[src/rtl/sdma_engine.sv]
module sdma_engine (
  input  logic        clk,
  input  logic        rst_n,
  input  logic        reg_we,
  input  logic [4:0]  reg_addr,
  input  logic [31:0] reg_wdata,
  output logic [31:0] reg_rdata,
  output logic        mem_req,
  output logic        mem_we,
  output logic [31:0] mem_addr,
  output logic [31:0] mem_wdata,
  input  logic        mem_ack,
  input  logic [31:0] mem_rdata,
  input  logic        cin_valid,
  input  logic [31:0] cin_data,
  output logic        cin_ready,
  output logic        cout_valid,
  output logic [31:0] cout_data,
  input  logic        cout_ready,
  output logic        auto_stop
);
  localparam logic [4:0] A_ADDR = 5'h00;
  localparam logic [4:0] A_BLK  = 5'h04;
  localparam logic [4:0] A_MODE = 5'h08;
  localparam logic [4:0] A_HOST = 5'h0C;
  localparam logic [4:0] A_STS  = 5'h10;

  typedef enum logic [1:0] {S_IDLE, S_XFER, S_PAUSE} state_t;
  state_t st;

  logic [31:0] sys_addr, hold;
  logic [11:0] blk_size;
  logic [2:0]  bnd_code;
  logic [15:0] blk_cnt, blocks_left;
  logic [9:0]  word_left;
  logic [5:0]  mode;
  logic [1:0]  dma_sel;
  logic        sts_done, sts_bnd, have;

  wire        idle      = (st == S_IDLE);
  wire        busy      = !idle;
  wire        paused    = (st == S_PAUSE);
  wire        dir_rd    = mode[4];
  wire [31:0] bmask     = (32'd4096 << bnd_code) - 32'd1;
  wire [9:0]  wpb       = (blk_size[11:2] == 10'd0) ? 10'd1 : blk_size[11:2];
  wire [31:0] next_addr = {sys_addr[31:2] + 30'd1, 2'b00};
  wire        last_word = (word_left == 10'd1);
  wire        last_all  = last_word && (blocks_left == 16'd1);

  assign mem_req    = (st == S_XFER) && (dir_rd ? have : !have);
  assign mem_we     = dir_rd;
  assign mem_addr   = {sys_addr[31:2], 2'b00};
  assign mem_wdata  = hold;
  assign cin_ready  = (st == S_XFER) && dir_rd && !have;
  assign cout_valid = (st == S_XFER) && !dir_rd && have;
  assign cout_data  = hold;

  wire adv = dir_rd ? (mem_req && mem_ack) : (cout_valid && cout_ready);

  always_comb begin
    case (reg_addr)
      A_ADDR:  reg_rdata = sys_addr;
      A_BLK:   reg_rdata = {blk_cnt, 1'b0, bnd_code, blk_size};
      A_MODE:  reg_rdata = {26'd0, mode};
      A_HOST:  reg_rdata = {27'd0, dma_sel, 3'd0};
      A_STS:   reg_rdata = {29'd0, busy, sts_bnd, sts_done};
      default: reg_rdata = 32'd0;
    endcase
  end

  always_ff @(posedge clk or negedge rst_n) begin
    if (!rst_n) begin
      st <= S_IDLE;
      sys_addr <= '0; hold <= '0; blk_size <= '0; bnd_code <= '0;
      blk_cnt <= '0; blocks_left <= '0; word_left <= '0; mode <= '0;
      dma_sel <= '0; sts_done <= 1'b0; sts_bnd <= 1'b0; have <= 1'b0;
      auto_stop <= 1'b0;
    end else begin
      auto_stop <= 1'b0;
      if (reg_we) begin
        case (reg_addr)
          A_ADDR: if (st != S_XFER) begin
            sys_addr <= reg_wdata;
            if (paused) st <= S_XFER;
          end
          A_BLK: if (idle) begin
            blk_size <= reg_wdata[11:0];
            bnd_code <= reg_wdata[14:12];
            blk_cnt  <= reg_wdata[31:16];
          end
          A_MODE: if (idle) begin
            mode <= reg_wdata[5:0];
            if (reg_wdata[0] && dma_sel == 2'b00) begin
              if (reg_wdata[1] && blk_cnt == 16'd0) sts_done <= 1'b1;
              else begin
                st          <= S_XFER;
                blocks_left <= (reg_wdata[1] && reg_wdata[5]) ? blk_cnt : 16'd1;
                word_left   <= wpb;
                have        <= 1'b0;
              end
            end
          end
          A_HOST: if (idle) dma_sel <= reg_wdata[4:3];
          A_STS: begin
            if (reg_wdata[0]) sts_done <= 1'b0;
            if (reg_wdata[1]) sts_bnd  <= 1'b0;
          end
          default: ;
        endcase
      end
      if (st == S_XFER) begin
        if (cin_ready && cin_valid) begin
          hold <= cin_data;
          have <= 1'b1;
        end
        if (!dir_rd && mem_req && mem_ack) begin
          hold <= mem_rdata;
          have <= 1'b1;
        end
        if (adv) begin
          have     <= 1'b0;
          sys_addr <= next_addr;
          if (last_word) begin
            word_left   <= wpb;
            blocks_left <= blocks_left - 16'd1;
          end else begin
            word_left <= word_left - 10'd1;
          end
          if (last_all) begin
            st        <= S_IDLE;
            sts_done  <= 1'b1;
            auto_stop <= mode[2];
          end else if ((next_addr & bmask) == 32'd0) begin
            st      <= S_PAUSE;
            sts_bnd <= 1'b1;
          end
        end
      end
    end
  end

  a_r13_req_held: assert property (@(posedge clk) disable iff (!rst_n)
    (mem_req && !mem_ack) |=> (mem_req && $stable(mem_addr) && $stable(mem_wdata)));
  a_r8_pause_aligned: assert property (@(posedge clk) disable iff (!rst_n)
    $rose(paused) |-> (((sys_addr & bmask) == 32'd0) && sts_bnd));
  a_r8_pause_quiet: assert property (@(posedge clk) disable iff (!rst_n)
    paused |-> !mem_req);
  a_r10_done_idle: assert property (@(posedge clk) disable iff (!rst_n)
    $rose(sts_done) |-> !busy);
  a_r3_one_direction: assert property (@(posedge clk) disable iff (!rst_n)
    !(cin_ready && cout_valid));
  a_r12_stop_pulse: assert property (@(posedge clk) disable iff (!rst_n)
    auto_stop |=> !auto_stop);
endmodule

[config.mk]
export PLATFORM = sky130hd
export DESIGN_NAME = sdma_engine
export DESIGN_NICKNAME = d
export VERILOG_FILES = /design/src/rtl/sdma_engine.sv
export SDC_FILE = /design/constraint.sdc
export NUM_CORES = 1
export LEC_CHECK = 0
export ABC_AREA = 1
export ABC_CLOCK_PERIOD_IN_PS = 2650
export BUFFER_PORTS_ARGS = -buffer_cell sky130_fd_sc_hd__buf_2
export CAP_MARGIN = 25
export CORE_UTILIZATION = 53
export CTS_CLUSTER_DIAMETER = 120
export DETAILED_ROUTE_END_ITERATION = 7
export GPL_TIMING_DRIVEN = 0
export PLACE_DENSITY = 0.82
export SYNTH_ARGS = -nofsm -noshare
export SYNTH_HDL_FRONTEND = slang
export SYNTH_SLANG_ARGS = --single-unit
export TNS_END_PERCENT = 10
[constraint.sdc]
create_clock -name clk -period 2.65 [get_ports clk]
set_input_delay 0.265 -clock clk [delete_from_list [all_inputs] [get_ports clk]]
set_output_delay 0.265 -clock clk [all_outputs]
set_load 0.005 [all_outputs]
### Word-level counts from Yosys, hierarchy flattened

Index checks and enable logic that the tools add are counted.

| operators by class | value |
|---|---|
| add/subtract/negate cells | 4 |
| equality and inequality tests | 9 |
| shifts and indexed selects | 1 |
| multiplexer cells | 67 |
| bitwise logic cells | 1 |
| reduce and logical (&&, ||, !) cells | 28 |

Operators with widths:

| operator | count |
|---|---|
| $mux W32 | 7 |
| $pmux W32 S5 | 1 |
| $mux W16 | 9 |
| $mux W10 | 9 |
| $and A32 B32 Y32 | 1 |
| $logic_not A32 Y1 | 1 |
| $shl A13 B3 Y32 const A | 1 |
| $sub A32 B1 Y32 const B | 1 |
| $add A30 B1 Y30 const B | 1 |
| $mux W1 | 29 |
| $mux W2 | 10 |
| $eq A16 B1 Y1 const B | 1 |
| $logic_not A16 Y1 | 1 |
| $sub A16 B1 Y16 const B | 1 |
| $logic_and A1 B1 Y1 | 14 |
| $eq A10 B1 Y1 const B | 1 |
| $eq A5 B4 Y1 const B | 2 |
| $logic_not A10 Y1 | 1 |
| $sub A10 B1 Y10 const B | 1 |
| $reduce_and A3 Y1 | 3 |
| $eq A5 B3 Y1 const B | 1 |
| $eq A5 B5 Y1 const B | 1 |
| $logic_not A5 Y1 | 1 |
| $logic_not A2 Y1 | 2 |
| other kinds (8) | 10 |

| storage, ports and cells | value |
|---|---|
| flip-flop bits (word level) | 135 |
| bits of input ports | 107 |
| output and inout port bits | 133 |
| word-level logic and storage cells | 124 |

### Logic depth before layout (Yosys ltp)

Gate-level depths: netlist of the first run.

| logic depth | value |
|---|---|
| depth after elaboration | 11 |
| mapped depth | 16 |
| depth with buffers taken out | 16 |

### Worst setup path before layout of the first run

OpenSTA, ideal clock, no wires.

| timing path | value |
|---|---|
| path type | flip-flop to flip-flop |
| start point | register sys_addr[2] |
| end point | register st[0] |
| setup time | 113 ps |
| data arrival time | 1772 ps |
| data required time | 2537 ps |
| path slack | 765 ps |
| stages on the path, launching flop included | 17 |
| buffers on the path | 0 |
| clock period less this slack | 1885 ps |
| cell sequence | dfrtp_1 -> ha_1 -> nand2_1 -> nor2_2 -> nand2_1 -> inv_1 -> nand2_1 -> nand2_1 -> nand2_1 -> nor2_1 -> nand2_1 -> nor2_1 -> nand2_1 -> nor2_1 -> nand3_1 -> nand2_1 -> inv_1 |

| on the way | value |
|---|---|
| word-level cells in the longest chain between the ends | 7 |

Ends and longest elaborated chain:

| element | RTL line | source |
|---|---|---|
| from (decl) | 31 | `logic [31:0] sys_addr, hold;` |
| from (signal assigned) | 83 | `sys_addr <= reg_wdata;` |
| from (signal assigned) | 122 | `sys_addr <= next_addr;` |
| $add A30 B1 Y30 | 46 | `wire [31:0] next_addr = {sys_addr[31:2] + 30'd1, 2'b00};` |
| $and A32 B32 Y32 | 133 | `end else if ((next_addr & bmask) == 32'd0) begin` |
| $logic_not A32 Y1 | 133 |  |
| $mux W2 | 133 |  |
| $mux W2 | 129 | `if (last_all) begin` |
| $mux W2 | 120 | `if (adv) begin` |
| $mux W2 | 111 | `if (st == S_XFER) begin` |
| to (signal assigned) | 96 | `st <= S_XFER;` |
| to (signal assigned) | 130 | `st <= S_IDLE;` |
| to (signal assigned) | 134 | `st <= S_PAUSE;` |
| to (decl) | 29 | `state_t st;` |

Every way passes these cells.
A chain may end at the register's enable or synchronous reset.

### Final worst setup path of the first run

| timing path | value |
|---|---|
| start point | register word_left[1] |
| end point | register blocks_left[15] |

| on the way | value |
|---|---|
| word-level cells in the longest chain between the ends | 4 |

Ends and longest elaborated chain:

| element | RTL line | source |
|---|---|---|
| from (decl) | 35 | `logic [9:0] word_left;` |
| from (signal assigned) | 98 | `word_left <= wpb;` |
| from (signal assigned) | 124 | `word_left <= wpb;` |
| from (signal assigned) | 127 | `word_left <= word_left - 10'd1;` |
| $eq A10 B1 Y1 | 47 | `wire last_word = (word_left == 10'd1);` |
| $mux W16 | 123 | `if (last_word) begin` |
| $mux W16 | 120 |  |
| $mux W16 | 111 |  |
| to (signal assigned) | 97 | `blocks_left <= (reg_wdata[1] && reg_wdata[5]) ? blk_cnt : 16'd1;` |
| to (signal assigned) | 125 | `blocks_left <= blocks_left - 16'd1;` |
| to (decl) | 34 | `logic [15:0] blk_cnt, blocks_left;` |

Every way passes these cells.

==> impl_results.html, run 1 <==
<table>
<tr><th>Metric</th><th>Value</th></tr>
<tr><th colspan="2">Floorplanning</th></tr>
<tr><td>Top-level I/O count</td><td>240</td></tr>
<tr><td>Initial cell density of the core</td><td>54.24%</td></tr>
<tr><td>Std-Cell Core Area</td><td>0.01583 mm²</td></tr>
<tr><td>Die extent in y</td><td>around 130 µm</td></tr>
<tr><td>Row Count</td><td>46</td></tr>
<tr><td>DIE AREA</td><td>0.01671 mm²</td></tr>
<tr><td>Die Width</td><td>about 130 µm</td></tr>
<tr><th colspan="2">Finish</th></tr>
<tr><td>Area of all placed cells without fillers</td><td>about 0.011 mm²</td></tr>
<tr><td>Antenna diode count</td><td>0</td></tr>
<tr><td>Final standard cell count with taps included and fillers excluded</td><td>~1700</td></tr>
<tr><td>Final-layout fill cell count</td><td>1351</td></tr>
<tr><td>Proportion of layout cells with a drive suffix above 1</td><td>25.10%</td></tr>
<tr><td>Nets</td><td>1559</td></tr>
<tr><td>Sequential Area</td><td>around 0.0034 mm²</td></tr>
<tr><td>Multi-input combinational cell area</td><td>between 0.004 and 0.005 mm²</td></tr>
<tr><td>Layout area overhead</td><td>24.31%</td></tr>
<tr><th colspan="2">Yosys</th></tr>
<tr><td>Yosys cell types</td><td>45</td></tr>
<tr><td>Post-synth top area cell</td><td>sky130_fd_sc_hd__dfrtp_1</td></tr>
<tr><td>Average instance area after synthesis</td><td>between 7 and 8 µm²</td></tr>
<tr><td>Biggest area contributors in the synthesized netlist</td><td>sky130_fd_sc_hd__dfrtp_1 (39%), sky130_fd_sc_hd__nand2_1 (14%), sky130_fd_sc_hd__o21ai_0 (7.3%)</td></tr>
<tr><td>Yosys top cell area share</td><td>between 30% and 40%</td></tr>
<tr><td>Synthesized flop and latch total</td><td>between 100 and 150</td></tr>
<tr><td>Asr flop ratio synth</td><td>100.0%</td></tr>
<tr><td>Post-synth top flop</td><td>sky130_fd_sc_hd__dfrtp_1</td></tr>
<tr><td>Post-Syn Instances</td><td>roughly 1200</td></tr>
<tr><td>Share of synthesized area occupied by flip-flops and latches</td><td>around two fifths</td></tr>
<tr><td>Number of enable flip-flop cells after synthesis</td><td>0</td></tr>
<tr><td>Total of warnings raised by yosys</td><td>0</td></tr>
<tr><td>Post-synthesis cell area</td><td>0.008584 mm²</td></tr>
<tr><th colspan="2">Routing</th></tr>
<tr><td>Remaining number of nets flagged by the antenna check after routing</td><td>0</td></tr>
<tr><td>Number of DRC markers in iteration 0</td><td>roughly 940</td></tr>
<tr><td>Average wire per cell in the routed design</td><td>17.50 µm</td></tr>
<tr><td>Total detailed-routing wirelength</td><td>slightly below 30000 µm</td></tr>
<tr><td>Routed vias/inst</td><td>5.504</td></tr>
<tr><td>Remaining design rule violation count</td><td>0</td></tr>
<tr><td>Total via count after detailed routing</td><td>around 9000</td></tr>
<tr><td>Iteration count of the initial detailed-routing pass</td><td>6</td></tr>
<tr><th colspan="2">Timing</th></tr>
<tr><td>Final setup vio count</td><td>0</td></tr>
<tr><td>Final period utilization</td><td>96.23%</td></tr>
<tr><td>Maximum achievable frequency</td><td>between 300 and 400 MHz</td></tr>
<tr><td>Final-report max-slew violation count</td><td>0</td></tr>
<tr><td>Max-slew headroom at the worst pin</td><td>between 30% and 40%</td></tr>
<tr><td>Minimum hold slack</td><td>0.09228 ns</td></tr>
<tr><td>Tightest Pin Transition</td><td>approximately 0.91 ns</td></tr>
<tr><td>Number of failing hold endpoints at the final stage</td><td>0</td></tr>
<tr><td>RSZ-0062 raised after global routing</td><td>false</td></tr>
<tr><td>Final sum of negative setup slack</td><td>0 ns</td></tr>
<tr><td>Minimum clock period</td><td>between 2 and 3 ns</td></tr>
<tr><td>Setup Skew</td><td>slightly below 0.01 ns</td></tr>
<tr><th colspan="2">Place</th></tr>
<tr><td>Port buffer count</td><td>237</td></tr>
<tr><td>Cell total after placement</td><td>1641</td></tr>
<tr><td>Dpl hpwl</td><td>about 22000 µm</td></tr>
<tr><td>Instance area after placement</td><td>approximately 0.010 mm²</td></tr>
<tr><td>Global placer's final weighted congestion</td><td>just over 1</td></tr>
<tr><th colspan="2">Clocking</th></tr>
<tr><td>Number of CTS-inserted buffers</td><td>17</td></tr>
<tr><td>Library cell used as clock root buffer</td><td>sky130_fd_sc_hd__clkbuf_16</td></tr>
<tr><td>TritonCTS clock tree</td><td>yes</td></tr>
<tr><td>Clock latency of the later-clocked register in the worst-skew pair</td><td>between 0.4 and 0.5 ns</td></tr>
<tr><td>Number of H-tree branching levels</td><td>4</td></tr>
<tr><td>Clock-pin slew on the worst setup and hold paths</td><td>around 0.060 ns</td></tr>
<tr><td>Count of clock tree sinks</td><td>between 100 and 150</td></tr>
<tr><td>Number of buffers inserted by post-CTS setup repair</td><td>0</td></tr>
<tr><td>Clk buf depth</td><td>2</td></tr>
<tr><th colspan="2">Global routing</th></tr>
<tr><td>Maximum number of pins on one net before global-route repair</td><td>91</td></tr>
<tr><td>Number of antenna violations at the first check in global routing</td><td>0</td></tr>
<tr><td>Number of global-route vias before repair</td><td>about 8500</td></tr>
<tr><td>Wire length of the first global-routing pass</td><td>about 44000 µm</td></tr>
<tr><td>Residual overflow from global routing</td><td>0</td></tr>
<tr><td>Total GRT Usage</td><td>35.45%</td></tr>
<tr><th colspan="2">Worst hold path</th></tr>
<tr><td>Depth of the worst hold-timing path</td><td>2</td></tr>
<tr><td>Hold crit path type</td><td>in2reg</td></tr>
<tr><th colspan="2">Pwr</th></tr>
<tr><td>Switching share of power</td><td>32.96%</td></tr>
<tr><td>Largest voltage drop on the vdd net</td><td>around 0.00048 V</td></tr>
<tr><td>Combinational group share of total power</td><td>between 20 and 30%</td></tr>
<tr><td>Share of total power in the clock network</td><td>33.7%</td></tr>
<tr><td>Power Internal</td><td>~0.0046 W</td></tr>
<tr><td>Total leakage power</td><td>between 5 and 6 nW</td></tr>
<tr><td>Power density over cell area</td><td>between 600 and 700 mW/mm²</td></tr>
<tr><td>Switching Power</td><td>about 0.0023 W</td></tr>
<tr><td>PnR Total Power</td><td>approximately 0.0069 W</td></tr>
<tr><td>Sequential fraction of design power</td><td>approximately two fifths</td></tr>
<tr><th colspan="2">Setup path</th></tr>
<tr><td>Kind of critical path</td><td>reg2reg</td></tr>
<tr><td>Required time at the worst-slack endpoint</td><td>roughly 3 ns</td></tr>
<tr><td>Highest net fanout along the worst path</td><td>7</td></tr>
<tr><td>Arr. time, crit path</td><td>2.91 ns</td></tr>
<tr><td>Nature of the critical path endpoint</td><td>flop</td></tr>
<tr><td>Depth of the most critical reg-to-reg path</td><td>11</td></tr>
<tr><td>Launching element type of the critical path</td><td>flop</td></tr>
<tr><th colspan="2">Flow run</th></tr>
<tr><td>Max-cap violations</td><td>0</td></tr>
<tr><th colspan="2">Run status</th></tr>
<tr><td>Run status</td><td>complete, no violations</td></tr>
</table>
[final cells by class]
type                    count  area share (%)
plain buffers             103           6.097
multi-input cells         821           38.34
inverters                 128           4.502
well taps                 216           2.533
repair buffers            239           11.53
flip-flops and latches    135           31.68
clock inverters             9          0.9380
clock buffers              23           4.385
[synthesized netlist by cell type (all sizes together) (2+ instances only)]
cell type,instances
a21oi,48
a22oi,3
a31oi,18
buf,77
clkbuf,26
dfrtp,135
ha,7
inv,127
mux2,4
mux2i,33
nand2,310
nand3,37
nand3b,2
nand4,17
nor2,126
nor3,17
nor4,5
o211ai,6
o21ai,128
o22ai,21
o31ai,4
xnor2,4
xor2,19
[what timing repair did]
| action | in CTS | in global routing |
|---|---|---|
| hold buffers | 1 | 0 |
| setup endpoints to repair | 2 | 3 |
| hold endpoints to repair | 45 | 0 |
| gates resized for setup | 1 | 4 |
[flip-flops by register name (all words and copies together) (netlist names)]
name	flops
blk_size	12
have	1
cout_data	32
sts_bnd	1
word_left	10
bnd_code	3
sys_addr	32
blk_cnt	16
blocks_left	16
sts_done	1
auto_stop	1
st	2
dma_sel	2
mode	6
[power by group through the flow]
| stage | logic, W | clock network (W) | registers, W |
|---|---|---|---|
| after detailed placement | 0.00172 | 0 | 0.00283 |
| final | 0.00177 | 0.00233 | 0.00283 |
| after CTS | 0.00174 | 0.00233 | 0.00281 |
| after floorplan | 0.00114 | 0 | 0.00271 |
| after global placement | 0.00166 | 0 | 0.00284 |
| after global routing | 0.00199 | 0.00242 | 0.00287 |
[layer usage]
| layer | vias to the layer above | routed length, µm | part of all wire [%] | GRT usage, % |
|---|---|---|---|---|
| li1 | 4321 | - | - | - |
| met5 | - | 0 | 0 | 0 |
| met3 | 88 | 3028 | 10 | 9.868 |
| met1 | 4275 | 11800 | 40 | 47.43 |
| met4 | 0 | 1057 | 3.6 | 15.57 |
| met2 | 529 | 13410 | 46 | 53.80 |
[per-stage QoR]
step                utilization (%)  setup WS [ns]
floorplan                         -         0.7649
global placement              63.46        -0.5828
detailed placement            63.68       -0.03600
CTS                           67.34        0.05220
global route                  67.42        0.01160
finish                        67.42        0.09988
[cells in the final DEF, fill, tap and decap left out, types with 2 or more instances in the layout]
master / count
sky130_fd_sc_hd__a21oi_1: 48
sky130_fd_sc_hd__a22oi_1: 3
sky130_fd_sc_hd__a31oi_1: 18
sky130_fd_sc_hd__buf_2: 246
sky130_fd_sc_hd__buf_4: 65
sky130_fd_sc_hd__buf_6: 2
sky130_fd_sc_hd__bufinv_16: 2
sky130_fd_sc_hd__clkbuf_1: 30
sky130_fd_sc_hd__clkbuf_16: 17
sky130_fd_sc_hd__clkbuf_8: 2
sky130_fd_sc_hd__clkinv_2: 5
sky130_fd_sc_hd__clkinvlp_4: 2
sky130_fd_sc_hd__conb_1: 2
sky130_fd_sc_hd__dfrtp_1: 133
sky130_fd_sc_hd__dfrtp_2: 2
sky130_fd_sc_hd__ha_1: 7
sky130_fd_sc_hd__inv_1: 122
sky130_fd_sc_hd__inv_2: 5
sky130_fd_sc_hd__mux2_2: 4
sky130_fd_sc_hd__mux2i_1: 33
sky130_fd_sc_hd__nand2_1: 309
sky130_fd_sc_hd__nand3_1: 37
sky130_fd_sc_hd__nand3b_1: 2
sky130_fd_sc_hd__nand4_1: 17
sky130_fd_sc_hd__nor2_1: 116
sky130_fd_sc_hd__nor2_2: 6
sky130_fd_sc_hd__nor2_4: 3
sky130_fd_sc_hd__nor3_1: 16
sky130_fd_sc_hd__nor4_1: 5
sky130_fd_sc_hd__o211ai_1: 6
sky130_fd_sc_hd__o21ai_0: 125
sky130_fd_sc_hd__o21ai_1: 3
sky130_fd_sc_hd__o22ai_1: 21
sky130_fd_sc_hd__o31ai_1: 4
sky130_fd_sc_hd__xnor2_1: 4
sky130_fd_sc_hd__xor2_1: 19
[cells by family (layout without fill, tap and decap cells)]
group / after synthesis / after routing / share of synthesized area [%]
and+or+nand+nor: 517 / 517 / 24.78
AOI/OAI and AO/OA: 235 / 235 / 14.91
buffers and inverters: 231 / 502 / 13.18
DFF: 135 / 135 / 39.35
muxes: 37 / 37 / 4.373
xor gates and xnor gates: 23 / 23 / 2.347
adders and majority gates: 7 / 7 / 1.020
other: 1 / 2 / 0.04368
[worst max-delay path: stages, from the launching register on]
cell	delay, ns
sky130_fd_sc_hd__dfrtp_1	0.39
sky130_fd_sc_hd__inv_1	0.08
sky130_fd_sc_hd__ha_1	0.17
sky130_fd_sc_hd__inv_1	0.06
sky130_fd_sc_hd__or2_2	0.27
sky130_fd_sc_hd__nor4_1	0.75
sky130_fd_sc_hd__nand2_1	0.21
sky130_fd_sc_hd__inv_1	0.26
sky130_fd_sc_hd__a21oi_1	0.07
sky130_fd_sc_hd__o21ai_0	0.08
sky130_fd_sc_hd__o21ai_0	0.10
sky130_fd_sc_hd__inv_1	0.06
[final timing paths]
path	from	to	slack, ns
max	word_left[1]$_DFF_PN0_	blocks_left[15]$_DFF_PN0_	0.1
min	reg_wdata[28]	blk_cnt[12]$_DFFE_PN0P_	0.09
max reg2reg	word_left[1]$_DFF_PN0_	blocks_left[15]$_DFF_PN0_	0.1
min reg2reg	blk_size[1]$_DFFE_PN0P_	blk_size[1]$_DFFE_PN0P_	0.49
max in group asynchronous	rst_n	blocks_left[11]$_DFF_PN0_	1.49
min in group asynchronous	rst_n	word_left[4]$_DFF_PN0_	0.36
No activity file was read; power rests on OpenSTA's default activity.
==> run 2, diff against run 1 <==
Settings changed: CORE_ASPECT_RATIO set to 1.25, CORE_UTILIZATION 53 to 25, PLACE_DENSITY 0.82 to 0.45.
==> run 2 against run 1 <==
Total power increased by 1.6%. Sequential share of layout area decreased by 0.81 points. Clock skew increased by 0.0014 ns. Critical path depth increased by 1. First-iteration DRC count decreased by 43%. Combinational power about the same.
==> impl_results.html, run 2 (synthesized netlist as in run 1, its figures left out) <==
<table>
<tr><th>Metric</th><th>Value</th></tr>
<tr><th colspan="2">Routing</th></tr>
<tr><td>Routed vias/inst</td><td>4.755 (-14%)</td></tr>
<tr><td>Remaining number of nets flagged by the antenna check after routing</td><td>0 (unchanged)</td></tr>
<tr><td>Total via count after detailed routing</td><td>8939 (-3.0%)</td></tr>
<tr><td>Average wire per cell in the routed design</td><td>18.26 µm (+4.4%)</td></tr>
<tr><td>Iteration count of the initial detailed-routing pass</td><td>6 (unchanged)</td></tr>
<tr><td>Remaining design rule violation count</td><td>0 (unchanged)</td></tr>
<tr><td>Total detailed-routing wirelength</td><td>34340 µm (+17%)</td></tr>
<tr><td>Number of DRC markers in iteration 0</td><td>533 (-43%)</td></tr>
<tr><th colspan="2">Setup path</th></tr>
<tr><td>Delay of the slowest critical-path stage</td><td>0.46 ns (-0.29 ns)</td></tr>
<tr><td>Cell with the largest stage delay on the worst path</td><td>sky130_fd_sc_hd__dfrtp_1</td></tr>
<tr><td>Cell family contributing the most delay on the critical path</td><td>simple AND/OR/NAND/NOR gates</td></tr>
<tr><td>Highest net fanout along the worst path</td><td>10 (+3)</td></tr>
<tr><td>Required time at the worst-slack endpoint</td><td>2.98 ns (-0.03 ns)</td></tr>
<tr><td>Number of buffer and inverter stages on the critical path</td><td>2 (-2)</td></tr>
<tr><td>Arr. time, crit path</td><td>2.87 ns (-0.04 ns)</td></tr>
<tr><td>Kind of critical path</td><td>reg2reg</td></tr>
<tr><td>Critical path cell sequence</td><td>nor2_1, nand3_1, nor3_1, nand3_1, nand3_1, nor2_2, nand2_1, clkinvlp_4, nand2_1, nand2_1, o21ai_0, inv_1</td></tr>
<tr><td>Nature of the critical path endpoint</td><td>flop</td></tr>
<tr><td>Launching element type of the critical path</td><td>flop</td></tr>
<tr><th colspan="2">Finish</th></tr>
<tr><td>Area of all placed cells without fillers</td><td>0.01096 mm² (+2.7%)</td></tr>
<tr><td>Final standard cell count with taps included and fillers excluded</td><td>1880 (+12%)</td></tr>
<tr><td>Antenna diode count</td><td>0 (unchanged)</td></tr>
<tr><td>Most used cells in the layout excluding fill and tap cells</td><td>sky130_fd_sc_hd__nand2_1 (308), sky130_fd_sc_hd__buf_2 (246), sky130_fd_sc_hd__dfrtp_1 (132)</td></tr>
<tr><td>Multi-input combinational cell area</td><td>0.004103 mm² (+0.28%)</td></tr>
<tr><td>Leading cell type in the layout, fill and taps excluded</td><td>sky130_fd_sc_hd__nand2_1</td></tr>
<tr><td>Final-layout fill cell count</td><td>3737 (+180%)</td></tr>
<tr><td>Nets</td><td>1559 (unchanged)</td></tr>
<tr><td>Proportion of layout cells with a drive suffix above 1</td><td>25.74% (+0.63 points)</td></tr>
<tr><td>Sequential Area</td><td>0.003382 mm² (about the same)</td></tr>
<tr><td>Layout area overhead</td><td>27.63%</td></tr>
<tr><th colspan="2">Floorplanning</th></tr>
<tr><td>Std-Cell Core Area</td><td>0.03369 mm² (+110%)</td></tr>
<tr><td>DIE AREA</td><td>0.03509 mm² (+110%)</td></tr>
<tr><td>Die Width</td><td>167.7 µm (+30%)</td></tr>
<tr><td>Initial cell density of the core</td><td>25.48% (-29 points)</td></tr>
<tr><td>Top-level I/O count</td><td>240 (unchanged)</td></tr>
<tr><td>Die extent in y</td><td>209.2 µm (+62%)</td></tr>
<tr><td>Row Count</td><td>75 (+63%)</td></tr>
<tr><th colspan="2">Pwr</th></tr>
<tr><td>Combinational group share of total power</td><td>25.1% (-0.4 points)</td></tr>
<tr><td>Share of total power in the clock network</td><td>34.3% (+0.6 points)</td></tr>
<tr><td>Power Internal</td><td>0.004604 W (-0.81%)</td></tr>
<tr><td>Total leakage power</td><td>5.959 nW (about the same)</td></tr>
<tr><td>Largest voltage drop on the vdd net</td><td>0.0003404 V (-30%)</td></tr>
<tr><td>Switching share of power</td><td>34.55% (+1.6 points)</td></tr>
<tr><td>Sequential fraction of design power</td><td>40.6% (-0.2 points)</td></tr>
<tr><td>Power density over cell area</td><td>642.0 mW/mm² (-1.1%)</td></tr>
<tr><td>Switching Power</td><td>0.002430 W (+6.5%)</td></tr>
<tr><th colspan="2">Global routing</th></tr>
<tr><td>Maximum number of pins on one net before global-route repair</td><td>69 (-24%)</td></tr>
<tr><td>Total GRT Usage</td><td>19.76% (-16 points)</td></tr>
<tr><td>Number of antenna violations at the first check in global routing</td><td>1 (+1)</td></tr>
<tr><td>Wire length of the first global-routing pass</td><td>51900 µm (+17%)</td></tr>
<tr><td>Residual overflow from global routing</td><td>0 (unchanged)</td></tr>
<tr><td>Number of global-route vias before repair</td><td>8830 (+4.1%)</td></tr>
<tr><th colspan="2">Timing</th></tr>
<tr><td>Max-slew headroom at the worst pin</td><td>44.17% (+5.4 points)</td></tr>
<tr><td>Setup Skew</td><td>0.01130 ns (+0.001442 ns)</td></tr>
<tr><td>Final setup vio count</td><td>0 (unchanged)</td></tr>
<tr><td>Minimum clock period</td><td>2.546 ns (-0.004262 ns)</td></tr>
<tr><td>Maximum achievable frequency</td><td>392.8 MHz (+0.17%)</td></tr>
<tr><td>Final period utilization</td><td>96.07% (-0.16 points)</td></tr>
<tr><td>Final-report max-slew violation count</td><td>0 (unchanged)</td></tr>
<tr><td>Number of failing hold endpoints at the final stage</td><td>0 (unchanged)</td></tr>
<tr><td>Tightest Pin Transition</td><td>0.8375 ns (-0.07255 ns)</td></tr>
<tr><td>RSZ-0062 raised after global routing</td><td>true</td></tr>
<tr><th colspan="2">Place</th></tr>
<tr><td>Dpl hpwl</td><td>27080 µm (+23%)</td></tr>
<tr><td>Instance area after placement</td><td>0.01034 mm² (+2.6%)</td></tr>
<tr><td>Port buffer count</td><td>237 (unchanged)</td></tr>
<tr><td>Global placer's final weighted congestion</td><td>0.9284 (-8.7%)</td></tr>
<tr><td>Cell total after placement</td><td>1848 (+13%)</td></tr>
<tr><th colspan="2">Worst hold path</th></tr>
<tr><td>Hold crit path type</td><td>in2reg</td></tr>
<tr><th colspan="2">Clocking</th></tr>
<tr><td>Library cell used as clock root buffer</td><td>sky130_fd_sc_hd__clkbuf_16</td></tr>
<tr><td>Clk buf depth</td><td>2 (unchanged)</td></tr>
<tr><td>Number of H-tree branching levels</td><td>4 (unchanged)</td></tr>
<tr><td>TritonCTS clock tree</td><td>yes</td></tr>
<tr><td>Clock latency of the later-clocked register in the worst-skew pair</td><td>0.44 ns (+0.02 ns)</td></tr>
<tr><td>Clock-pin slew on the worst setup and hold paths</td><td>0.07 ns (about the same)</td></tr>
<tr><td>Count of clock tree sinks</td><td>135 (unchanged)</td></tr>
<tr><td>Number of CTS-inserted buffers</td><td>17 (unchanged)</td></tr>
<tr><th colspan="2">Run status</th></tr>
<tr><td>Run status</td><td>complete, no violations</td></tr>
<tr><th colspan="2">Flow run</th></tr>
<tr><td>Max-cap violations</td><td>0 (unchanged)</td></tr>
</table>
-- run 2: cell types whose count changed in the layout (fill, tap and decap cells not counted), moves of 2 or more --
cell | previous run | this run
sky130_fd_sc_hd__clkinv_2 | 5 | 2
sky130_fd_sc_hd__inv_6 | 0 | 3
sky130_fd_sc_hd__clkinv_4 | 0 | 2
sky130_fd_sc_hd__clkinvlp_4 | 2 | 4
sky130_fd_sc_hd__clkbuf_1 | 30 | 27
sky130_fd_sc_hd__clkbuf_8 | 2 | 0
-- run 2: area by class of cell --
| class | instances | area share [%] |
|---|---|---|
| flip-flops and latches | 135 | 30.87 |
| inverters | 128 | 4.419 |
| multi-input cells | 821 | 37.44 |
| clock buffers | 18 | 3.917 |
| clock inverters | 13 | 1.347 |
| repair buffers | 239 | 11.23 |
| plain buffers | 103 | 5.950 |
| well taps | 423 | 4.830 |
-- run 2: worst paths after layout --
check	startpoint	end	slack [ns]	depth (start not counted)
min	reg_wdata[26]	blk_cnt[10]$_DFFE_PN0P_	0.07	2
max	blk_cnt[8]$_DFFE_PN0P_	blocks_left[12]$_DFF_PN0_	0.10	12
min reg2reg	mode[0]$_DFFE_PN0P_	mode[0]$_DFFE_PN0P_	0.49	2
min in group asynchronous	rst_n	cout_data[5]$_DFFE_PN0P_	0.44	2
max in group asynchronous	rst_n	sys_addr[4]$_DFF_PN0_	1.39	3
max reg2reg	blk_cnt[8]$_DFFE_PN0P_	blocks_left[12]$_DFF_PN0_	0.10	12
-- run 2: repair_timing --
| item | 4_1_cts | 5_1_grt |
|---|---|---|
| hold buffers | 1 | 0 |
| gates resized for setup | 6 | 7 |
| endpoints found under the hold margin | 67 | 0 |
| endpoints found under the setup margin | 3 | 16 |
| setup buffers | 0 | 0 |
-- run 2: metrics by stage --
step | power, W | setup slack (ns) | utilization (%) | hold WS [ns] | setup TNS (ns)
floorplan | 0.003846 | 0.7649 | - | -0.03059 | 0
global placement | 0.004614 | -0.9834 | 30.59 | 0.4698 | -131.12
detailed placement | 0.004633 | -0.2895 | 30.69 | 0.3513 | -1.529
CTS | 0.007090 | 0.04815 | 32.46 | 0.05859 | 0
global route | 0.007454 | -0.01352 | 32.52 | 0.07629 | -0.01352
finish | 0.007035 | 0.1041 | 32.52 | 0.06970 | 0
-- run 2: routing by layer --
| metal | share of wire (%) | vias to the layer above | wire length, µm | GRT usage, % |
|---|---|---|---|---|
| li1 | - | 4341 | - | - |
| met1 | 39 | 4136 | 13510 | 22.26 |
| met2 | 50 | 360 | 17110 | 34.83 |
| met3 | 5.3 | 100 | 1819 | 3.466 |
| met4 | 5.5 | 2 | 1889 | 11.61 |
| met5 | 0.038 | - | 13 | 0 |
-- run 2: power by group through the flow --
stage / combinational (W) / sequential, W / clock [W]
final: 0.00176 / 0.00286 / 0.00241
after global routing: 0.00200 / 0.00291 / 0.00255
after CTS: 0.00176 / 0.00285 / 0.00247
after detailed placement: 0.00175 / 0.00288 / 0
after global placement: 0.00174 / 0.00288 / 0
after floorplan: 0.00114 / 0.00271 / 0
-- run 2: worst register-to-register path: stages, from the launching register on --
cell                         delay (ns)
sky130_fd_sc_hd__dfrtp_1           0.46
sky130_fd_sc_hd__nor2_1            0.20
sky130_fd_sc_hd__nand3_1           0.10
sky130_fd_sc_hd__nor3_1            0.27
sky130_fd_sc_hd__nand3_1           0.27
sky130_fd_sc_hd__nand3_1           0.19
sky130_fd_sc_hd__nor2_2            0.12
sky130_fd_sc_hd__nand2_1           0.23
sky130_fd_sc_hd__clkinvlp_4        0.25
sky130_fd_sc_hd__nand2_1           0.15
sky130_fd_sc_hd__nand2_1           0.05
sky130_fd_sc_hd__o21ai_0           0.07
sky130_fd_sc_hd__inv_1             0.05
